===== src/rtl/kwg_pkg.sv =====
package kwg_pkg;

    localparam int WORD_W = 32;

    typedef enum logic [1:0] {
        ACC_PLAIN   = 2'd0,
        ACC_GUARDED = 2'd1,
        ACC_KEYA    = 2'd2,
        ACC_KEYB    = 2'd3
    } acc_class_t;

    typedef struct packed {
        logic [WORD_W-1:0] key_a;
        logic [WORD_W-1:0] key_b;
        logic              open;
    } gate_state_t;

    // Guarded word indices (byte offset / 4).
    function automatic logic word_is_guarded(input int unsigned w);
        logic g;
        g = 1'b0;
        if (w <= 6)                 g = 1'b1;
        if (w >= 8  && w <= 13)     g = 1'b1;
        if (w == 17 || w == 18)     g = 1'b1;
        if (w == 21)                g = 1'b1;
        if (w >= 24 && w <= 26)     g = 1'b1;
        if (w >= 32 && w <= 38)     g = 1'b1;
        return g;
    endfunction

endpackage


===== src/rtl/kwg_addr_class.sv =====
module kwg_addr_class
    import kwg_pkg::*;
#(
    parameter int          ADDR_W  = 8,
    parameter logic [7:0]  KEYA_OFS = 8'h6C,
    parameter logic [7:0]  KEYB_OFS = 8'h70
) (
    input  logic [ADDR_W-3:0] word_idx,
    output acc_class_t        cls
);
    localparam int IDX_W = ADDR_W - 2;
    localparam logic [IDX_W-1:0] KEYA_IDX = IDX_W'(KEYA_OFS >> 2);
    localparam logic [IDX_W-1:0] KEYB_IDX = IDX_W'(KEYB_OFS >> 2);

    always_comb begin
        if (word_idx == KEYA_IDX)
            cls = ACC_KEYA;
        else if (word_idx == KEYB_IDX)
            cls = ACC_KEYB;
        else if (word_is_guarded(32'(word_idx)))
            cls = ACC_GUARDED;
        else
            cls = ACC_PLAIN;
    end
endmodule


===== src/rtl/kwg_key_lock.sv =====
module kwg_key_lock
    import kwg_pkg::*;
#(
    parameter logic [WORD_W-1:0] KEYA_VAL = 32'h83E7_0B13,
    parameter logic [WORD_W-1:0] KEYB_VAL = 32'h95A4_F1E0
) (
    input  logic              clk,
    input  logic              rst_n,
    input  logic              wr_en,
    input  acc_class_t        cls,
    input  logic [WORD_W-1:0] wdata,
    output logic [WORD_W-1:0] key_a_q,
    output logic [WORD_W-1:0] key_b_q,
    output logic              open_q
);
    gate_state_t st_d, st_q;

    always_comb begin
        st_d = st_q;
        if (wr_en && cls == ACC_KEYA) begin
            st_d.key_a = wdata;
            if (wdata != KEYA_VAL)
                st_d.open = 1'b0;
        end else if (wr_en && cls == ACC_KEYB) begin
            st_d.key_b = wdata;
            if (wdata != KEYB_VAL)
                st_d.open = 1'b0;
            else if (st_q.key_a == KEYA_VAL)
                st_d.open = 1'b1;
        end
    end

    always_ff @(posedge clk or negedge rst_n) begin
        if (!rst_n)
            st_q <= '0;
        else
            st_q <= st_d;
    end

    assign key_a_q = st_q.key_a;
    assign key_b_q = st_q.key_b;
    assign open_q  = st_q.open;

    assert_open_needs_keys_R3: assert property (@(posedge clk) disable iff (!rst_n)
        $rose(st_q.open) |-> $past(wr_en && cls == ACC_KEYB && wdata == KEYB_VAL
                                   && st_q.key_a == KEYA_VAL));

    assert_bad_key_closes_R5: assert property (@(posedge clk) disable iff (!rst_n)
        (wr_en && ((cls == ACC_KEYA && wdata != KEYA_VAL) ||
                   (cls == ACC_KEYB && wdata != KEYB_VAL))) |=> !st_q.open);

    assert_key_stored_R2: assert property (@(posedge clk) disable iff (!rst_n)
        (wr_en && cls == ACC_KEYA) |=> (st_q.key_a == $past(wdata)));

    assert_other_write_keeps_state_R8: assert property (@(posedge clk) disable iff (!rst_n)
        (wr_en && (cls == ACC_PLAIN || cls == ACC_GUARDED)) |=> $stable(st_q.open));
endmodule


===== src/rtl/kwg_strobe_filter.sv =====
module kwg_strobe_filter
    import kwg_pkg::*;
#(
    parameter int ADDR_W = 8
) (
    input  logic              bus_we,
    input  logic [ADDR_W-1:0] bus_addr,
    input  logic [WORD_W-1:0] bus_wdata,
    input  acc_class_t        cls,
    input  logic              gate_open,
    input  logic [WORD_W-1:0] key_a,
    input  logic [WORD_W-1:0] key_b,
    input  logic [WORD_W-1:0] rf_rdata,
    output logic              rf_we,
    output logic [ADDR_W-1:0] rf_addr,
    output logic [WORD_W-1:0] rf_wdata,
    output logic [WORD_W-1:0] bus_rdata
);
    always_comb begin
        unique case (cls)
            ACC_PLAIN:   rf_we = bus_we;
            ACC_GUARDED: rf_we = bus_we && gate_open;
            default:     rf_we = 1'b0;
        endcase
    end

    always_comb begin
        unique case (cls)
            ACC_KEYA: bus_rdata = key_a;
            ACC_KEYB: bus_rdata = key_b;
            default:  bus_rdata = rf_rdata;
        endcase
    end

    assign rf_addr  = bus_addr;
    assign rf_wdata = bus_wdata;
endmodule


===== src/rtl/keyed_write_gate.sv =====
module keyed_write_gate
    import kwg_pkg::*;
#(
    parameter int                ADDR_W   = 8,
    parameter logic [7:0]        KEYA_OFS = 8'h6C,
    parameter logic [7:0]        KEYB_OFS = 8'h70,
    parameter logic [WORD_W-1:0] KEYA_VAL = 32'h83E7_0B13,
    parameter logic [WORD_W-1:0] KEYB_VAL = 32'h95A4_F1E0
) (
    input  logic              clk,
    input  logic              rst_n,
    input  logic              bus_we,
    input  logic [ADDR_W-1:0] bus_addr,
    input  logic [WORD_W-1:0] bus_wdata,
    output logic [WORD_W-1:0] bus_rdata,
    output logic              rf_we,
    output logic [ADDR_W-1:0] rf_addr,
    output logic [WORD_W-1:0] rf_wdata,
    input  logic [WORD_W-1:0] rf_rdata
);
    acc_class_t        cls;
    logic              gate_open;
    logic [WORD_W-1:0] key_a, key_b;

    kwg_addr_class #(
        .ADDR_W(ADDR_W), .KEYA_OFS(KEYA_OFS), .KEYB_OFS(KEYB_OFS)
    ) u_class (
        .word_idx(bus_addr[ADDR_W-1:2]),
        .cls     (cls)
    );

    kwg_key_lock #(
        .KEYA_VAL(KEYA_VAL), .KEYB_VAL(KEYB_VAL)
    ) u_lock (
        .clk    (clk),
        .rst_n  (rst_n),
        .wr_en  (bus_we),
        .cls    (cls),
        .wdata  (bus_wdata),
        .key_a_q(key_a),
        .key_b_q(key_b),
        .open_q (gate_open)
    );

    kwg_strobe_filter #(
        .ADDR_W(ADDR_W)
    ) u_filter (
        .bus_we   (bus_we),
        .bus_addr (bus_addr),
        .bus_wdata(bus_wdata),
        .cls      (cls),
        .gate_open(gate_open),
        .key_a    (key_a),
        .key_b    (key_b),
        .rf_rdata (rf_rdata),
        .rf_we    (rf_we),
        .rf_addr  (rf_addr),
        .rf_wdata (rf_wdata),
        .bus_rdata(bus_rdata)
    );

    assert_closed_drops_R6: assert property (@(posedge clk) disable iff (!rst_n)
        (bus_we && cls == ACC_GUARDED && !gate_open) |-> !rf_we);

    assert_open_forwards_R7: assert property (@(posedge clk) disable iff (!rst_n)
        (bus_we && cls == ACC_GUARDED && gate_open) |-> (rf_we && rf_wdata == bus_wdata));

    assert_key_no_strobe_R2: assert property (@(posedge clk) disable iff (!rst_n)
        (cls == ACC_KEYA || cls == ACC_KEYB) |-> !rf_we);

    assert_plain_passes_R8: assert property (@(posedge clk) disable iff (!rst_n)
        (bus_we && cls == ACC_PLAIN) |-> rf_we);

    assert_read_passes_R10: assert property (@(posedge clk) disable iff (!rst_n)
        (cls == ACC_PLAIN || cls == ACC_GUARDED) |-> (bus_rdata == rf_rdata));
endmodule


===== config.mk =====
export PLATFORM = sky130hd
export DESIGN_NAME = keyed_write_gate
export DESIGN_NICKNAME = d
export VERILOG_FILES = /design/src/rtl/kwg_pkg.sv /design/src/rtl/kwg_addr_class.sv /design/src/rtl/kwg_key_lock.sv /design/src/rtl/kwg_strobe_filter.sv /design/src/rtl/keyed_write_gate.sv
export SDC_FILE = /design/constraint.sdc
export NUM_CORES = 1
export LEC_CHECK = 0
export ABC_AREA = 0
export BUFFER_PORTS_ARGS = -buffer_cell sky130_fd_sc_hd__buf_2
export CAP_MARGIN = 10
export CORE_MARGIN = 4
export CORE_UTILIZATION = 40
export DETAILED_ROUTE_END_ITERATION = 6
export GPL_ROUTABILITY_DRIVEN = 0
export MAX_ROUTING_LAYER = met4
export PLACE_DENSITY_LB_ADDON = 0.25
export RECOVER_POWER = 25
export SKIP_CTS_REPAIR_TIMING = 1
export SLEW_MARGIN = 20
export SYNTH_ARGS = -nofsm -noshare
export SYNTH_HDL_FRONTEND = slang
export SYNTH_SLANG_ARGS = --single-unit

===== constraint.sdc =====
create_clock -name clk -period 4 [get_ports clk]
set_input_delay 0.2 -clock clk [delete_from_list [all_inputs] [get_ports clk]]
set_output_delay 0.2 -clock clk [all_outputs]
set_load 0.02 [all_outputs]

# ---- Yosys cells after proc, flatten, opt, wreduce, memory -nomap -nowiden
# Index checks and enable logic that the tools add are counted.
dict set report word_totals {
  register_bits 65
  elab_cells 53
  out_inout_bits 73
}
dict set report classes {
  order_cmp 7
  eq_ne 12
  reduce_logical 12
  bitwise_logic 1
  n_mux 18
}
# op count
set op_table {}
lappend op_table {{$ne 32x32->1 const B} 2}
lappend op_table {{$pmux 32 s2} 1}
lappend op_table {{$eq 32x32->1 const B} 1}
lappend op_table {{$eq 6x5->1 const B} 5}
lappend op_table {{$mux 1} 14}
lappend op_table {{$ge 6x4->1 const B} 1}
lappend op_table {{$ge 6x5->1 const B} 1}
lappend op_table {{$ge 6x6->1 const B} 1}
lappend op_table {{$le 6x3->1 const B} 1}
lappend op_table {{$le 6x4->1 const B} 1}
lappend op_table {{$le 6x5->1 const B} 1}
lappend op_table {{$le 6x6->1 const B} 1}
lappend op_table {{$logic_and 1x1->1} 6}
lappend op_table {{$eq 2x2->1 const B} 2}
lappend op_table {{$mux 2} 2}
lappend op_table {{$reduce_and 3->1} 1}
lappend op_table {{$reduce_bool 3->1} 1}
lappend op_table {{$eq 2x1->1 const B} 1}
lappend op_table {{$logic_not 2->1} 1}
lappend op_table {{$ne 2x2->1 const B} 1}
lappend op_table {{$pmux 1 s2} 1}
lappend op_table {{$reduce_and 2->1} 1}
lappend op_table {{$reduce_bool 2->1} 1}
lappend op_table {{$logic_or 1x1->1} 1}
lappend op_table {{$not 1->1} 1}

# ---- Depth between registers and ports, before layout
dict set report logic_depth {
  ltp_word 16
  depth_mapped 6
}

# ---- Cells and area by module
# From an unflattened synthesis, not the netlist that was laid out.
dict set report hier_totals {
  hier_cells 331
  hier_area_um2 3748.6
}
# module instances cells_each seq_area_each_um2 area_each_um2
set modules_own_cells {}
lappend modules_own_cells {kwg_key_lock 1 170 1626.6 2653.8}
lappend modules_own_cells {kwg_strobe_filter 1 149 0.0 1022.2}
lappend modules_own_cells {kwg_addr_class 1 12 0.0 72.6}

# ---- Worst setup path after synthesis
# OpenSTA, ideal clock, no wires.
dict set report synth_timing {
  path_type {in2out}
  startpoint {input bus_addr[7]}
  endpoint {output bus_rdata[0]}
  t_arrival_ns 1.441
  cell_stages 6
  path_buffers 1
  required_time_ns 3.800
  slack_ns 2.359
  path_cell_list {nand3b_1 -> nor3_1 -> nor2_1 -> buf_2 -> nand2_1 -> nand2_1}
}
dict set report synth_between {
  elab_chain_len 14
  word_cells_on_any_way 30
  cone_classes {order compare: 7; eq/ne: 7; mux: 12; reduce/logical: 4}
}
# element line_no
set synth_lines {}
lappend synth_lines {{start, declared} keyed_write_gate.sv:13} ;# input logic [ADDR_W-1:0] bus_addr,
lappend synth_lines {{$le 6x3->1 (tied with other cells)} kwg_pkg.sv:22} ;# if (w <= 6) g = 1'b1;
lappend synth_lines {{$mux 1 / $logic_and 1x1->1 (equally long branches)} {kwg_pkg.sv:22, kwg_pkg.sv:23}}
lappend synth_lines {{$mux 1} kwg_pkg.sv:23} ;# if (w >= 8 && w <= 13) g = 1'b1;
lappend synth_lines {{$mux 1} kwg_pkg.sv:24} ;# if (w == 17 || w == 18) g = 1'b1;
lappend synth_lines {{$mux 1} kwg_pkg.sv:25} ;# if (w == 21) g = 1'b1;
lappend synth_lines {{$mux 1} kwg_pkg.sv:26} ;# if (w >= 24 && w <= 26) g = 1'b1;
lappend synth_lines {{$mux 1} kwg_pkg.sv:27} ;# if (w >= 32 && w <= 38) g = 1'b1;
lappend synth_lines {{$mux 1} kwg_addr_class.sv:18} ;# else if (word_idx == KEYB_IDX)
lappend synth_lines {{$mux 1} kwg_addr_class.sv:16} ;# if (word_idx == KEYA_IDX)
lappend synth_lines {{$mux 1} kwg_addr_class.sv:20} ;# else if (word_is_guarded(32'(word_idx)))
lappend synth_lines {{$mux 2} kwg_addr_class.sv:18}
lappend synth_lines {{$mux 2 *} kwg_addr_class.sv:16}
lappend synth_lines {{$eq 2x2->1} kwg_strobe_filter.sv:28} ;# unique case (cls)
lappend synth_lines {{$pmux 32 s2 *} kwg_strobe_filter.sv:28}
lappend synth_lines {{end, declared} keyed_write_gate.sv:15} ;# output logic [WORD_W-1:0] bus_rdata,
# Every way passes the cells marked *; elsewhere a longest branch is shown, timed or not. The select of a mux whose other input is x is not followed.

# ---- Worst setup path after layout
dict set report layout_timing {
  startpoint {input bus_addr[5]}
  endpoint {output bus_rdata[0]}
}
# Same word-level chain as after synthesis.

==> flow_summary.ini <==
[sta]
timing.slew.headroom = -0.0667
final-hold-violation-count = 0
timing.setup.tns_ns = 0
worst-slew-pin-transition_ns = 1.60
fmax_mhz = 420
period_needed_ns = 2.38
hold-worst-slack_ns = 0.120
postLayoutSetupSlackWorst_ns = 1.62
final_report_max_slew_violation_count = 66
timing.final.setup_violations = 0
grt_setup_unrepaired = no
timing.clock.skew_ns = 0.00604
timing.final.crit_share = 0.596

[placed_design]
post-dp-hpwl_um = 6790
place_inst = 535
dpl_worst_slack_ns = 1.52
placement.io_buffers = 143

[drt]
finalWirelength_um = 9500
detailedRoute.firstIterationViolations = 108
avgRoutedWirePerCell_um = 17.2
via_per_inst = 5.26
route.antenna.remaining_nets = 0
routed-via-count = 2897
drcViolationCount = 0
drt_pre_antenna_iters = 4

[floorplan]
core_mm2 = 0.00885
height_of_the_chip_um = 104
design.die.area_mm2 = 0.0109
top_level_ports = 148
die_w_um = 104
initial_core_util = 0.418
placement_rows = 34

[synthesis]
synth_area_mm2 = 0.00370
post_synth_main_area_contributors = sky130_fd_sc_hd__dfrtp_1, sky130_fd_sc_hd__mux2_4, sky130_fd_sc_hd__mux2_1
synthesis.yosys.warnings = 0
yosys_register_bits = 65
cell_accounting_for_the_most_synthesized_area = sky130_fd_sc_hd__dfrtp_1
number_of_flops_mapped_to_enable_cells_by_yosys = 0
ys_top_cells_by_count = sky130_fd_sc_hd__nand2_1, sky130_fd_sc_hd__dfrtp_1, sky130_fd_sc_hd__buf_4, sky130_fd_sc_hd__a22oi_1
synth.top_cell.area_share = 0.440
netlist-cell-type-count = 32
postSynthAreaPerCell_um2 = 11.0
synthArstFlopShare = 1.00
synth_sequential_area_ratio = 0.440
net_count_after_synthesis = 411
ys.flop_type = sky130_fd_sc_hd__dfrtp_1
post-synth-top-count-cell = sky130_fd_sc_hd__nand2_1
post_synth_inst_count = 336

[cells_and_area]
antenna-diode-count = 0
post_layout_nonfiller_instances = 551
final_nets = 513
area.growth.synth_to_final_pct = 18.7
final_layout_size_suffix_gt1_frac = 0.386

[setup_path]
worst_ep_required_time_ns = 3.80
timing.setup.critical_path_class = in -> out
worst_setup_path_start_kind = input port
crit_fanout = 35
critical_path.endpoint_type = output port
cp.arrival_ns = 2.18

[pwr]
power.density_mw_per_mm2 = 405
peakVddDrop_mv = 0.174
power_leakage_uw = 0.00233

[clocking]
tritoncts_num_sinks = 65
cts-htree-levels = 3
clock_path_buffers = 2
clkSlewWorstSetupHoldPaths_ns = 0.07
tritoncts.num_buffers = 9
cts_tree = yes
clk-insertion-delay-late_ns = 0.33
clockRootBuffer = sky130_fd_sc_hd__clkbuf_8

[global_route]
first_pass_grt_wire_length_um = 15300
total_gr_overflow = 0
grt_antenna_before_repair = 0
groute.usage.overall = 0.181
first_global_vias = 2926
grt_max_degree = 66

[worst_hold_path]
min-delay-path-class = in -> reg

[run_status]
outcome = complete, but fails checks
failing_checks = max-capacitance violations, max-slew violations

[job]
max-cap-violations = 1
-- stage by stage --
step	utilization	area, um2	power [uW]
after floorplan	-	3700	1010
after global placement	0.474	4190	1110
after detailed placement	0.474	4190	1120
after CTS	0.501	4440	1800
after global routing	0.496	4390	1860
final	0.496	4390	1780
-- state kept, by name, indices dropped and copies added (netlist names) --
| register | flops |
|---|---|
| u_lock.open_q | 1 |
| u_lock.key_a_q | 32 |
| u_lock.key_b_q | 32 |
-- worst max-delay path: stages --
cell	delay (ns)
sky130_fd_sc_hd__buf_2	0.13
sky130_fd_sc_hd__nand3b_1	0.19
sky130_fd_sc_hd__nor4b_4	0.07
sky130_fd_sc_hd__buf_4	0.26
sky130_fd_sc_hd__nor2_2	0.68
sky130_fd_sc_hd__buf_4	0.36
sky130_fd_sc_hd__nand2_1	0.07
sky130_fd_sc_hd__nand2_1	0.06
sky130_fd_sc_hd__buf_2	0.16
-- path summary, 6_finish.rpt --
| kind | startpoint | to | slack (ns) | depth (start not counted) |
|---|---|---|---|---|
| setup / recovery | bus_addr[5] | bus_rdata[0] | 1.62 | 9 |
| hold / removal | bus_wdata[30] | u_lock.key_b_q[30]$_DFFE_PN0P_ | 0.12 | 2 |
| hold reg to reg | u_lock.key_b_q[23]$_DFFE_PN0P_ | u_lock.key_b_q[23]$_DFFE_PN0P_ | 0.49 | 1 |
| setup reg to reg | u_lock.key_a_q[3]$_DFFE_PN0P_ | u_lock.open_q$_DFFE_PN0P_ | 2.30 | 5 |
| max in group asynchronous | rst_n | u_lock.key_b_q[14]$_DFFE_PN0P_ | 2.69 | 2 |
| min in group asynchronous | rst_n | u_lock.key_a_q[18]$_DFFE_PN0P_ | 0.37 | 2 |
-- routing by layer --
metal,wire length (um),GRT usage
met1,4330,0.239
met2,4580,0.281
met3,523,0.0372
met4,65,0.0560
met5,0,-
-- cells by family (layout without fill, tap and decap cells) --
kind of cell           after synthesis  after routing  share of synthesized area
muxes                               64             64                      0.225
AOI/OAI and AO/OA                   39             39                     0.0785
buffers and inverters               59            166                      0.110
DFF                                 65             65                      0.440
and+or+nand+nor                    109            109                      0.147
-- where the power goes --
| part | internal [uW] | total, uW | switching, uW |
|---|---|---|---|
| Clock | 428 | 676 | 248 |
| Combinational | 145 | 298 | 154 |
| Sequential | 743 | 804 | 60.3 |
-- placed cells by master, fill, tap and decap left out, types with 2 or more instances in the layout --
cell                        synthesis  layout
sky130_fd_sc_hd__or4b_2             2       2
sky130_fd_sc_hd__nand4b_1           4       4
sky130_fd_sc_hd__clkbuf_8           0      10
sky130_fd_sc_hd__nor3_1             4       3
sky130_fd_sc_hd__nor4b_1            2       2
sky130_fd_sc_hd__a22oi_1           33      33
sky130_fd_sc_hd__nor2_1             5       4
sky130_fd_sc_hd__clkbuf_1           3      33
sky130_fd_sc_hd__nand4_1            5       5
sky130_fd_sc_hd__nor3b_1            2       2
sky130_fd_sc_hd__mux2_4            30      30
sky130_fd_sc_hd__nor4_1             5       5
sky130_fd_sc_hd__o21ai_0            2       2
sky130_fd_sc_hd__inv_1              3       3
sky130_fd_sc_hd__bufinv_16          0       3
sky130_fd_sc_hd__nor4bb_1           2       2
sky130_fd_sc_hd__clkinv_2           0       3
sky130_fd_sc_hd__buf_2             10     110
sky130_fd_sc_hd__mux2_1            30      30
sky130_fd_sc_hd__nand2_1           71      71
sky130_fd_sc_hd__buf_4             40       3
sky130_fd_sc_hd__mux2_2             4       4
sky130_fd_sc_hd__dfrtp_1           65      65
-- final cells by class --
type                       count  area [um2]
fill                         827        4460
sequential                    65        1630
clock inverter                 6         105
inverter                       3        11.3
clock buffer                  10         138
multi-input combinational    212        1680
timing repair buffer         147         702
tap                          108         135
Power figures use the tool's default switching activity.
